File: src/rtl/trkterm_pkg.sv
package trkterm_pkg;
  localparam int NUM_SPEC   = 9;
  localparam int SPEC_IDX_W = 4;
  localparam int STAT_W     = 4;
  localparam int XI_W       = 10;
  localparam int T_W        = 8;
  localparam int TERM_W     = 16;
  localparam int MAX_TRACKS = 7;
  localparam int NUM_ARM    = 4;
  localparam int P_BASE     = 0;
  localparam int A_BASE     = 4;
  localparam logic [STAT_W-1:0] STAT_CLEAN = 4'd1;

  localparam int T_XI_HI   = 0;
  localparam int T_XI_MID  = 1;
  localparam int T_XI_T    = 2;
  localparam int T_XI_LO   = 3;
  localparam int T_ELAS    = 4;
  localparam int T_ELAS_T  = 5;
  localparam int NUM_USED  = 6;

  typedef struct packed {
    logic accEn;
    logic publish;
  } ctlStrobe_t;
endpackage

File: src/rtl/trkterm_ctrl.sv
module trkterm_ctrl
  import trkterm_pkg::*;
#(
  parameter int MAX_TRK = MAX_TRACKS
) (
  input  logic       clk,
  input  logic       rst_n,
  input  logic       trkValid,
  input  logic       trkLast,
  output ctlStrobe_t strobe
);
  localparam int CNT_W = $clog2(MAX_TRK + 1);

  logic [CNT_W-1:0] trkCnt;
  logic             room;

  assign room = (trkCnt < CNT_W'(MAX_TRK));

  always_comb begin
    strobe.accEn   = trkValid && room;
    strobe.publish = trkValid && trkLast;
  end

  always_ff @(posedge clk) begin
    if (!rst_n) begin
      trkCnt <= '0;
    end else if (strobe.publish) begin
      trkCnt <= '0;
    end else if (strobe.accEn) begin
      trkCnt <= trkCnt + 1'b1;
    end
  end
endmodule

File: src/rtl/trkterm_dp.sv
module trkterm_dp
  import trkterm_pkg::*;
(
  input  logic                         clk,
  input  logic                         rst_n,
  input  ctlStrobe_t                   strobe,
  input  logic [SPEC_IDX_W-1:0]        trkSpec,
  input  logic [XI_W-1:0]              trkXi,
  input  logic [T_W-1:0]               trkT,
  input  logic [NUM_SPEC*STAT_W-1:0]   specStatus,
  input  logic [XI_W-1:0]              thrXiHi,
  input  logic [XI_W-1:0]              thrXiLo,
  input  logic [T_W-1:0]               thrT,
  output logic [TERM_W-1:0]            termVec,
  output logic                         termDone
);
  logic [STAT_W-1:0]   statArr [NUM_SPEC];
  logic                qual, hiHit, loHit, tHit;
  logic [NUM_USED-1:0] trkTerms, accTerms, nextTerms;
  logic [NUM_ARM-1:0]  curP, curA, curPT, curAT;
  logic [NUM_ARM-1:0]  pMask, aMask, pTMask, aTMask;
  logic [NUM_ARM-1:0]  nextP, nextA, nextPT, nextAT;
  logic [NUM_ARM-1:0]  swapA, swapAT;
  logic                elas, elasT;

  genvar gs;
  generate
    for (gs = 0; gs < NUM_SPEC; gs++) begin : g_unpack
      assign statArr[gs] = specStatus[gs*STAT_W +: STAT_W];
    end
  endgenerate

  always_comb begin
    qual = 1'b0;
    for (int s = 0; s < NUM_SPEC; s++) begin
      if (trkSpec == SPEC_IDX_W'(s) && statArr[s] == STAT_CLEAN) qual = 1'b1;
    end
  end

  assign hiHit = trkXi > thrXiHi;
  assign loHit = trkXi > thrXiLo;
  assign tHit  = trkT > thrT;

  genvar ga;
  generate
    for (ga = 0; ga < NUM_ARM; ga++) begin : g_arm
      assign curP[ga]  = qual && hiHit && (trkSpec == SPEC_IDX_W'(P_BASE + ga));
      assign curA[ga]  = qual && hiHit && (trkSpec == SPEC_IDX_W'(A_BASE + ga));
      assign curPT[ga] = curP[ga] && tHit;
      assign curAT[ga] = curA[ga] && tHit;
      assign swapA[ga]  = nextA[ga ^ 1];
      assign swapAT[ga] = nextAT[ga ^ 1];
    end
  endgenerate

  always_comb begin
    trkTerms = '0;
    trkTerms[T_XI_HI]  = qual && hiHit;
    trkTerms[T_XI_MID] = qual && loHit && !hiHit;
    trkTerms[T_XI_T]   = qual && loHit && tHit;
    trkTerms[T_XI_LO]  = qual && loHit;

    nextP  = pMask;
    nextA  = aMask;
    nextPT = pTMask;
    nextAT = aTMask;
    nextTerms = accTerms;
    if (strobe.accEn) begin
      nextP  = pMask | curP;
      nextA  = aMask | curA;
      nextPT = pTMask | curPT;
      nextAT = aTMask | curAT;
      nextTerms = accTerms | trkTerms;
    end
  end

  assign elas  = |(nextP & swapA);
  assign elasT = |(nextPT & swapAT);

  always_ff @(posedge clk) begin
    if (!rst_n) begin
      accTerms <= '0;
      pMask    <= '0;
      aMask    <= '0;
      pTMask   <= '0;
      aTMask   <= '0;
      termVec  <= '0;
      termDone <= 1'b0;
    end else if (strobe.publish) begin
      termVec               <= '0;
      termVec[T_XI_LO:0]    <= nextTerms[T_XI_LO:0];
      termVec[T_ELAS]       <= elas;
      termVec[T_ELAS_T]     <= elasT;
      termDone              <= 1'b1;
      accTerms <= '0;
      pMask    <= '0;
      aMask    <= '0;
      pTMask   <= '0;
      aTMask   <= '0;
    end else begin
      termDone <= 1'b0;
      accTerms <= nextTerms;
      pMask    <= nextP;
      aMask    <= nextA;
      pTMask   <= nextPT;
      aTMask   <= nextAT;
    end
  end
endmodule

File: src/rtl/trkterm_gen.sv
module trkterm_gen
  import trkterm_pkg::*;
(
  input  logic                       clk,
  input  logic                       rst_n,
  input  logic                       trkValid,
  input  logic                       trkLast,
  input  logic [SPEC_IDX_W-1:0]      trkSpec,
  input  logic [XI_W-1:0]            trkXi,
  input  logic [T_W-1:0]             trkT,
  input  logic [NUM_SPEC*STAT_W-1:0] specStatus,
  input  logic [XI_W-1:0]            thrXiHi,
  input  logic [XI_W-1:0]            thrXiLo,
  input  logic [T_W-1:0]             thrT,
  output logic [TERM_W-1:0]          termVec,
  output logic                       termDone
);
  ctlStrobe_t strobe;

  trkterm_ctrl #(.MAX_TRK(MAX_TRACKS)) u_ctrl (
    .clk      (clk),
    .rst_n    (rst_n),
    .trkValid (trkValid),
    .trkLast  (trkLast),
    .strobe   (strobe)
  );

  trkterm_dp u_dp (
    .clk        (clk),
    .rst_n      (rst_n),
    .strobe     (strobe),
    .trkSpec    (trkSpec),
    .trkXi      (trkXi),
    .trkT       (trkT),
    .specStatus (specStatus),
    .thrXiHi    (thrXiHi),
    .thrXiLo    (thrXiLo),
    .thrT       (thrT),
    .termVec    (termVec),
    .termDone   (termDone)
  );
endmodule

File: config.mk
export PLATFORM = sky130hd
export DESIGN_NAME = trkterm_gen
export DESIGN_NICKNAME = d
export VERILOG_FILES = /design/src/rtl/trkterm_pkg.sv /design/src/rtl/trkterm_ctrl.sv /design/src/rtl/trkterm_dp.sv /design/src/rtl/trkterm_gen.sv
export SDC_FILE = /design/constraint.sdc
export NUM_CORES = 1
export LEC_CHECK = 0
export BUFFER_PORTS_ARGS = -buffer_cell sky130_fd_sc_hd__buf_4
export CAP_MARGIN = 5
export CORE_MARGIN = 5
export CORE_UTILIZATION = 45
export CTS_CLUSTER_DIAMETER = 40
export DETAILED_ROUTE_END_ITERATION = 10
export PLACE_DENSITY = 0.77
export SLEW_MARGIN = 20
export SYNTH_ARGS = -nofsm -noshare
export SYNTH_HDL_FRONTEND = slang
export SYNTH_SLANG_ARGS = --single-unit
File: constraint.sdc
create_clock -name clk -period 3.05 [get_ports clk]
set_input_delay 0 -clock clk [delete_from_list [all_inputs] [get_ports clk]]
set_output_delay 0 -clock clk [all_outputs]
set_load 0.01 [all_outputs]
### Word level (Yosys, flattened, before mapping)

Cells that the tools add are included.
Widths: inputs -> output; s select.

| operators by class | value |
|---|---|
| equality and inequality tests | 17 |
| add/subtract/negate cells | 1 |
| order comparisons | 4 |
| muxes and demuxes | 15 |
| reductions and logical operators | 36 |
| bitwise logic cells | 8 |

Operators by type and width:

| kind | number |
|---|---|
| $eq 4x1->1 const B | 10 |
| $logic_and 1x1->1 | 31 |
| $gt 10x10->1 | 2 |
| $mux 4 | 5 |
| $eq 4x3->1 const B | 4 |
| $or 4x4->4 | 4 |
| $mux 1 | 10 |
| $and 4x4->4 | 2 |
| $eq 4x2->1 const B | 2 |
| $gt 8x8->1 | 1 |
| $reduce_or 4->1 | 2 |
| $or 6x4->6 | 1 |
| $eq 4x4->1 const B | 1 |
| $logic_not 4->1 | 1 |
| $add 3x1->3 const B | 1 |
| $lt 3x3->1 const B | 1 |
| $reduce_or 2->1 | 1 |
| $logic_not 1->1 | 1 |
| $not 1->1 | 1 |

| word-level totals | value |
|---|---|
| input bits | 90 |
| flip-flop bits (word level) | 32 |
| word-level logic and storage cells | 90 |
| output and inout bits | 17 |

### Longest topological paths before layout

Gate-level depths: netlist (run 1).

| depth | value |
|---|---|
| depth after elaboration | 18 |
| depth in mapped cells | 11 |
| mapped depth without buffers | 10 |

### Hierarchy

From an unflattened synthesis (run 1), not the netlist that was laid out.

| second synthesis, totals | value |
|---|---|
| cell total of the unflattened synthesis | 268 |
| area total of the unflattened synthesis | 2227.1 µm² |

By module, submodules not included:

| module | area an instance (µm²) | times used | seq. area each (µm²) | cells each |
|---|---|---|---|---|
| trkterm_dp | 2050.7 | 1 | 540.5 | 249 |
| trkterm_ctrl | 176.4 | 1 | 60.1 | 19 |

### Worst setup path after synthesis (run 1)

Ideal clock, no wire load.

| path | value |
|---|---|
| kind | input to register |
| start | in thrXiHi[7] |
| end | reg u_dp.termVec[4] |
| stages on the path | 10 |
| path buffers | 1 |
| path slack | 0.899 ns |
| library setup time | 0.117 ns |
| data required time | 2.933 ns |
| data arrival time | 2.034 ns |
| cells stage by stage | inv_1 -> ha_1 -> a211oi_1 -> nor2_1 -> o41ai_2 -> clkbuf_1 -> nor4_1 -> o22ai_1 -> nand4_1 -> a22o_1 |

| between the ends | value |
|---|---|
| longest elaborated chain between the ends | 7 |
| elaborated cells on any way between the ends | 16 |
| classes of those cells | 1 x order compare; 2 x mux; 3 x bitwise; 10 x reduce/logical |

RTL lines:

| item | line | RTL |
|---|---|---|
| start, declared | trkterm_gen.sv:12 | `input logic [XI_W-1:0] thrXiHi,` |
| $gt 10x10->1 (*) | trkterm_dp.sv:40 | `assign hiHit = trkXi > thrXiHi;` |
| $logic_and 1x1->1 (*) | trkterm_dp.sv:47, trkterm_dp.sv:48 |  |
| $logic_and 1x1->1 (on tied branches) | trkterm_dp.sv:47, trkterm_dp.sv:48 |  |
| $or 4x4->4 (on tied branches) | trkterm_dp.sv:69, trkterm_dp.sv:70 |  |
| $mux 4 | trkterm_dp.sv:68 | `if (strobe.accEn) begin` |
| $and 4x4->4 (*) | trkterm_dp.sv:77 | `assign elas = \|(nextP & swapA);` |
| $reduce_or 4->1 (*) | trkterm_dp.sv:77 |  |
| end signal, assigned by index | trkterm_dp.sv:91 | `termVec[T_XI_LO:0] <= nextTerms[T_XI_LO:0];` |
| end signal, assigned by index | trkterm_dp.sv:92 | `termVec[T_ELAS] <= elas;` |
| end signal, assigned by index | trkterm_dp.sv:93 | `termVec[T_ELAS_T] <= elasT;` |
| end, declared | trkterm_dp.sv:14 | `output logic [TERM_W-1:0] termVec,` |

Mark *: on every way between the ends. The rest lies on a longest branch, timed or not.
A chain may end at the register's enable or synchronous reset.

### Final worst setup path (run 1)

| path | value |
|---|---|
| start | reg u_ctrl.trkCnt[1] |
| end | reg u_dp.termVec[5] |

| between the ends | value |
|---|---|
| longest elaborated chain between the ends | 5 |
| elaborated cells on any way between the ends | 6 |
| classes of those cells | 1 x order compare; 2 x mux; 1 x bitwise; 2 x reduce/logical |

RTL lines:

| item | line | RTL |
|---|---|---|
| start, declared | trkterm_ctrl.sv:14 | `logic [CNT_W-1:0] trkCnt;` |
| start signal, assigned | trkterm_ctrl.sv:30 | `trkCnt <= trkCnt + 1'b1;` |
| $lt 3x3->1 (*) | trkterm_ctrl.sv:17 | `assign room = (trkCnt < CNT_W'(MAX_TRK));` |
| $logic_and 1x1->1 (*) | trkterm_ctrl.sv:20 | `strobe.accEn = trkValid && room;` |
| $mux 4 | trkterm_dp.sv:68 |  |
| $and 4x4->4 (*) | trkterm_dp.sv:78 | `assign elasT = \|(nextPT & swapAT);` |
| $reduce_or 4->1 (*) | trkterm_dp.sv:78 |  |

Marks and branches as above.

==> metrics, run 1 <==
most frequent cells in the layout=buf_4 (98), inv_1 (33), dfxtp_1 (30); fin crit share=68.0%; Worst Tran Pin Value=0.735 ns; Startpoint Class=flip-flop; post-route insts no fill=412; post-synthesis mux area share=0%; maximum VDD drop=0.229 mV; Ant. Diodes=0; DRC=0; critical path data required time=3.27 ns; max_slew headroom=51.0%; Die W=79.2 um; fin. max-slew vios=0; Final min period=2.07 ns; synth top area cells=dfxtp_1 (28%), ha_1 (17%), inv_1 (5.7%), o21a_1 (5.2%), nor4_1 (4.1%); CP Class=flip-flop to flip-flop; routed wire length=5.63 mm; Root Buffer=clkbuf_8; asr flop ratio synth=0%; Mean Syn Cell Area=8.30 um2; largest area contributor in the netlist=dfxtp_1; # setup viols final=0; Simple-Gate Fraction of Synth Area=23.1%; Power Density=320 nW/um2; CTS Buf Count=5; R2R depth=7; FP Rows=25; antenna viol nets, final=0; Initial Utilization=46.0%; PnR worst setup slack=0.977 ns; pin count of the biggest net entering global routing=23; HP Start=trkValid; Area Overhead vs Synth=37.9%; reg-to-reg slack, setup=0.98 ns; worst-path maximum fanout=12; global route total overflow=0; CP Capture Type=flip-flop; Cell Area, Synth=2160 um2; share of cells above drive strength 1=31.8%; most common cell after layout, fill and taps aside=buf_4; Sum Neg Setup Slack=0 ns; IO Pins=107; hold_ws=0.0387 ns; Post-Synthesis Cells=260; die height=79.2 um; number of nets in the layout=476; die area=6280 um2; first-pass GRT wire length=9.18 mm; GRT Total Usage=18.5%; core area=4690 um2; worst r2r dst=u_dp.termVec[5]; hold buffer count at CTS=0; Max Freq=482 MHz; Util after Layout=63.4%; Leakage=1.45 nW; H-tree level count=2; vias in the first global route=2140; Clock Sinks=30; dpl hpwl=4.78 mm; Post-Synth Adder-Cell Area=16.8%; worst slack, placed=0.818 ns; most common flop cell mapped by yosys=dfxtp_1; Post-CTS Setup Inserts=0; critical path arrival=2.29 ns; Fill cells=428; Hold Path Cell Cnt=3; number of enable flip-flop cells after synthesis=0; clock buffer depth=2; Fin. Hold Viols=0; Synth top area share=27.8%; GPL Wtd Cong=0.809; vias per inst=5.31; Reg2Reg Launch Point=u_ctrl.trkCnt[1]; Ys Warns=0; library cells used by synthesis=45; xor and xnor fraction of the mapped netlist area=0.406%; Synth Area in Compound Gates=20.8%; sequential fraction of the synthesis area=27.8%; dpl cells=404; RSZ-0062 raised after global routing=no; status=finished clean; Vias=2187; Hold Crit Class=input pin to flip-flop; clock-pin slew on the worst setup and hold paths=0.06 ns; CTS resizes=0; Endpoint, Worst Hold=u_ctrl.trkCnt[0]; Skew-Pair Late Insertion Delay=0.28 ns; DRC marker count from the first detailed-route iteration=38; synthesized flop and latch total=30; Final Skew=0.00719 ns; largest family of logic cells by synthesized area=simple AND/OR/NAND/NOR gates; First-pass DRT Iterations=4; initial antenna violation count=0; Port Buffers=96; maxcap violations=0; TritonCTS clock tree=yes; WL per Instance=13.7 um
==> registers in the layout, summed over array words and instances, names as in the netlist <==
name and count:
u_dp.pMask 4, u_dp.termDone 1, u_ctrl.trkCnt 3, u_dp.accTerms 4, u_dp.aMask 4, u_dp.aTMask 4
u_dp.termVec 6, u_dp.pTMask 4
==> final cells by class <==
class,count,area (um2),area share (%)
multi-input cells,189,1360,45.6
repair buffers,98,736,24.7
flip-flops and latches,30,601,20.2
inverters,33,124,4.16
clock buffers,7,86.3,2.90
well taps,54,67.6,2.27
clock inverters,1,5.00,0.168
==> through the flow <==
stage | instance area (um2) | total power [mW]
3_5_place_dp | 2880 | 0.640
3_3_place_gp | 2880 | 0.632
6_report | 2980 | 0.952
4_1_cts | 2980 | 0.965
5_1_grt | 2980 | 1.02
2_1_floorplan | 2190 | 0.527
==> worst max path at each step <==
stage                           startpoint         endpoint  slack (ns)  depth (start not counted)
after detailed placement     specStatus[1]  u_dp.termVec[5]        0.82                         10
final                     u_ctrl.trkCnt[1]  u_dp.termVec[5]        0.98                          7
after global placement       specStatus[1]  u_dp.termVec[5]        0.87                         10
after global routing      u_ctrl.trkCnt[1]  u_dp.termVec[5]        0.79                          7
after floorplan                 thrXiHi[7]  u_dp.termVec[4]        0.90                         10
after CTS                 u_ctrl.trkCnt[1]  u_dp.termVec[5]        0.97                          7
==> Yosys cell counts (3+ instances only) <==
master	count
inv_1	33
dfxtp_1	30
ha_1	29
nor2_1	17
nand2_1	15
o21a_1	15
nor4_1	14
a21oi_1	10
buf_4	10
nand3_1	9
nand4_1	8
o22ai_1	6
nor4b_1	5
o21ai_1	5
clkbuf_1	4
o21ai_0	4
a21o_1	3
nand2b_1	3
nor2b_1	3
nor3_1	3
o21bai_1	3
or4b_2	3
==> power breakdown <==
group          switching [mW]  internal [mW]  total, mW
clock                   0.141          0.181      0.323
sequential            0.00241          0.395      0.397
combinational           0.106          0.126      0.232
==> routing by layer <==
metal / vias to the layer above / track usage [%] / part of all wire [%]
li1: 1118 / - / -
met1: 971 / 20.6 / 42
met2: 89 / 31.9 / 46
met3: 9 / 6.46 / 10
met4: 0 / 8.08 / 1.8
met5: - / 0 / 0
==> worst max-delay path, cell delays in order, from the launching register on <==
cell	delay (ns)
dfxtp_1	0.34
nand3_1	0.12
nand2_1	0.26
a211o_1	0.44
o41a_1	0.42
o21bai_1	0.16
and4_1	0.16
o21ai_2	0.10
==> cells by family (layout without fill, tap and decap cells) <==
family	count (synthesis)	in the layout
AOI/OAI and AO/OA	61	61
and+or+nand+nor	88	88
buffers and inverters	50	139
xor gates and xnor gates	1	1
other	1	10
DFF	30	30
adders and majority gates	29	29
No activity file was read; power rests on OpenSTA's default activity.
==> run 2, diff against run 1 <==
--- a/config.mk
+++ b/config.mk
@@ -5,13 +5,14 @@
 export SDC_FILE = /design/constraint.sdc
 export NUM_CORES = 1
 export LEC_CHECK = 0
+export ABC_AREA = 1
 export BUFFER_PORTS_ARGS = -buffer_cell sky130_fd_sc_hd__buf_4
 export CAP_MARGIN = 5
 export CORE_MARGIN = 5
-export CORE_UTILIZATION = 45
+export CORE_UTILIZATION = 44
 export CTS_CLUSTER_DIAMETER = 40
 export DETAILED_ROUTE_END_ITERATION = 10
-export PLACE_DENSITY = 0.77
+export PLACE_DENSITY = 0.76
 export SLEW_MARGIN = 20
 export SYNTH_ARGS = -nofsm -noshare
 export SYNTH_HDL_FRONTEND = slang
==> constraint.sdc (replaced) <==
create_clock -name clk -period 1.9 [get_ports clk]
set_input_delay 0 -clock clk [delete_from_list [all_inputs] [get_ports clk]]
set_output_delay 0 -clock clk [all_outputs]
set_load 0.01 [all_outputs]
==> run 2 against run 1 <==
Final cell count is 35% higher; clock power rose by 46%; synthesized cell count is 47% higher; die area increased by 15%; sequential power increased by 61%; count of clock-buffer cells in the layout unchanged; largest cell class unchanged; clock skew shrank 0.0028 ns; final area up 11%; synthesized area is 14% higher.
==> metrics, run 2 <==
DRC=0 (unchanged); dpl cells=548 (+36%); post-route insts no fill=555 (+35%); TritonCTS clock tree=yes; antenna viol nets, final=0 (unchanged); most common cell after layout, fill and taps aside=buf_4; sequential fraction of the synthesis area=24.4% (-3.5 points); share of cells above drive strength 1=26.3% (-5.5 points); Hold Crit Class=input pin to flip-flop; maxcap violations=0 (unchanged); Leakage=1.95 nW (+34%); Util after Layout=60.2% (-3.3 points); Startpoint Class=input pin; WL per Instance=10.5 um (-23%); hold buffer count at CTS=0 (unchanged); initial antenna violation count=0 (unchanged); GPL Wtd Cong=0.838 (+3.5%); Ys Warns=0 (unchanged); Mean Syn Cell Area=6.43 um2 (-23%); Skew-Pair Late Insertion Delay=0.28 ns (about the same); die height=84.8 um (+7.0%); Post-CTS Setup Inserts=0 (unchanged); Port Buffers=96 (unchanged); First-pass DRT Iterations=4 (unchanged); FP Rows=27 (+8.0%); dpl hpwl=4.79 mm (+0.12%); Vias=2547 (+16%); CP Capture Type=flip-flop; synth top area cells=dfxtp_1 (24%), ha_1 (15%), nand2_1 (14%), inv_1 (14%), nor2_1 (5.8%); Fill cells=535 (+25%); number of enable flip-flop cells after synthesis=0 (unchanged); Die W=84.8 um (+7.0%); Pwr Total=1.52 mW (+60%); worst-path maximum fanout=18 (+6); clock buffer depth=2 (unchanged); critical path data required time=2.13 ns (-1.14 ns); maximum VDD drop=0.305 mV (+33%); core area=5470 um2 (+17%); CP Class=input pin to flip-flop; fin crit share=80.8%; most numerous cell in the Yosys netlist=nand2_1; most common flop cell mapped by yosys=dfxtp_1; Area Overhead vs Synth=33.7%; routed wire length=5.81 mm (+3.2%); Ant. Diodes=0 (unchanged); CTS resizes=0 (unchanged); hold_ws=0.0251 ns (-0.0136 ns); pin count of the biggest net entering global routing=20 (-13%); first-pass GRT wire length=9.74 mm (+6.2%); vias in the first global route=2483 (+16%); critical path arrival=1.76 ns (-0.53 ns); library cells used by synthesis=33 (-27%); Final min period=1.54 ns; Initial Utilization=45.0% (-0.98 points); Sum Neg Setup Slack=0 ns (unchanged); Cell Area, Synth=2460 um2 (+14%); vias per inst=4.59 (-14%); RSZ-0062 raised after global routing=no; fin. max-slew vios=0 (unchanged); status=finished clean; clock-pin slew on the worst setup and hold paths=0.06 ns (about the same); Final Skew=0.00434 ns (-0.00284 ns); synth cell count leaders=nand2_1 (93), inv_1 (90), nor2_1 (38), dfxtp_1 (30), ha_1 (29); largest area contributor in the netlist=dfxtp_1; CTS Buf Count=5 (unchanged); synthesized flop and latch total=30 (unchanged); global route total overflow=0 (unchanged); die area=7190 um2 (+15%); Power Density=462 nW/um2 (+44%); asr flop ratio synth=0% (unchanged); Fin. Hold Viols=0 (unchanged); Biggest register=u_dp.termVec; DRC marker count from the first detailed-route iteration=63 (+66%); Root Buffer=clkbuf_8; Max Freq=651 MHz; max FFs per register=6 (unchanged); number of nets in the layout=602 (+26%); Clock Sinks=30 (unchanged); # setup viols final=0 (unchanged); H-tree level count=2 (unchanged); most frequent cells in the layout=buf_4 (99), nand2_1 (93), inv_1 (90); GRT Total Usage=16.2% (-2.4 points); Post-Synthesis Cells=383 (+47%); IO Pins=107 (unchanged); Synth top area share=24.4% (-3.5 points)
==> run 2: where the power goes <==
part           leakage (nW)  internal (mW)  switching [mW]
combinational          1.67          0.207           0.204
sequential            0.242          0.634         0.00472
clock                0.0383          0.251           0.220
total                  1.95           1.09           0.429
==> run 2: path summary, 6_finish.rpt <==
kind / start / end / slack (ns) / cells after the start
worst max-delay path: trkXi[9] / u_dp.termVec[5] / 0.36 / 14
worst min-delay path: trkValid / u_ctrl.trkCnt[0] / 0.03 / 3
worst max register to register: u_ctrl.trkCnt[1] / u_dp.termVec[5] / 0.38 / 9
worst min register to register: u_dp.termVec[4] / u_dp.termVec[4] / 0.45 / 2
==> run 2: layout make-up <==
class                           count  area, um2  area share (%)
Clock buffer                        7       76.3            2.32
Tap cell                           72       90.1            2.74
Multi-Input combinational cell    252       1430            43.3
Timing Repair Buffer               99        743            22.6
Sequential cell                    30        601            18.2
Inverter                           95        357            10.8
==> run 2: layer usage <==
layer | track usage (%) | up-vias | part of all wire (%)
li1 | - | 1357 | -
met1 | 17.4 | 1101 | 42
met2 | 29.9 | 79 | 49
met3 | 4.37 | 10 | 6.9
met4 | 6.19 | 0 | 2.2
met5 | 0 | - | 0
==> run 2: kinds of logic (layout without fill, tap and decap cells) <==
logic type / after synthesis / count (layout) / synth area share, %
simple gates: 171 / 171 / 30.9
fa+ha+maj: 29 / 29 / 14.7
flops: 30 / 30 / 24.4
compound gates: 42 / 42 / 10.7
buf+inv: 110 / 201 / 19.1
other cells: 1 / 10 / 0.152
==> run 2: metrics by stage <==
step	area [um2]	worst slack, ns
global route	3290	0.142
CTS	3290	0.370
detailed placement	3220	0.0985
floorplan	2500	0.401
global placement	3220	0.129
finish	3290	0.365
==> run 2: worst max-delay path, cell delays in order <==
cell     delay [ns]
buf_4          0.12
ha_1           0.30
nand2_2        0.09
nor2_4         0.13
inv_2          0.04
a21oi_2        0.09
nor2_1         0.07
nor2_4         0.35
nand4_1        0.20
nand2_1        0.09
nand2_1        0.06
nand2_2        0.06
o21ai_1        0.07
nand2_1        0.08
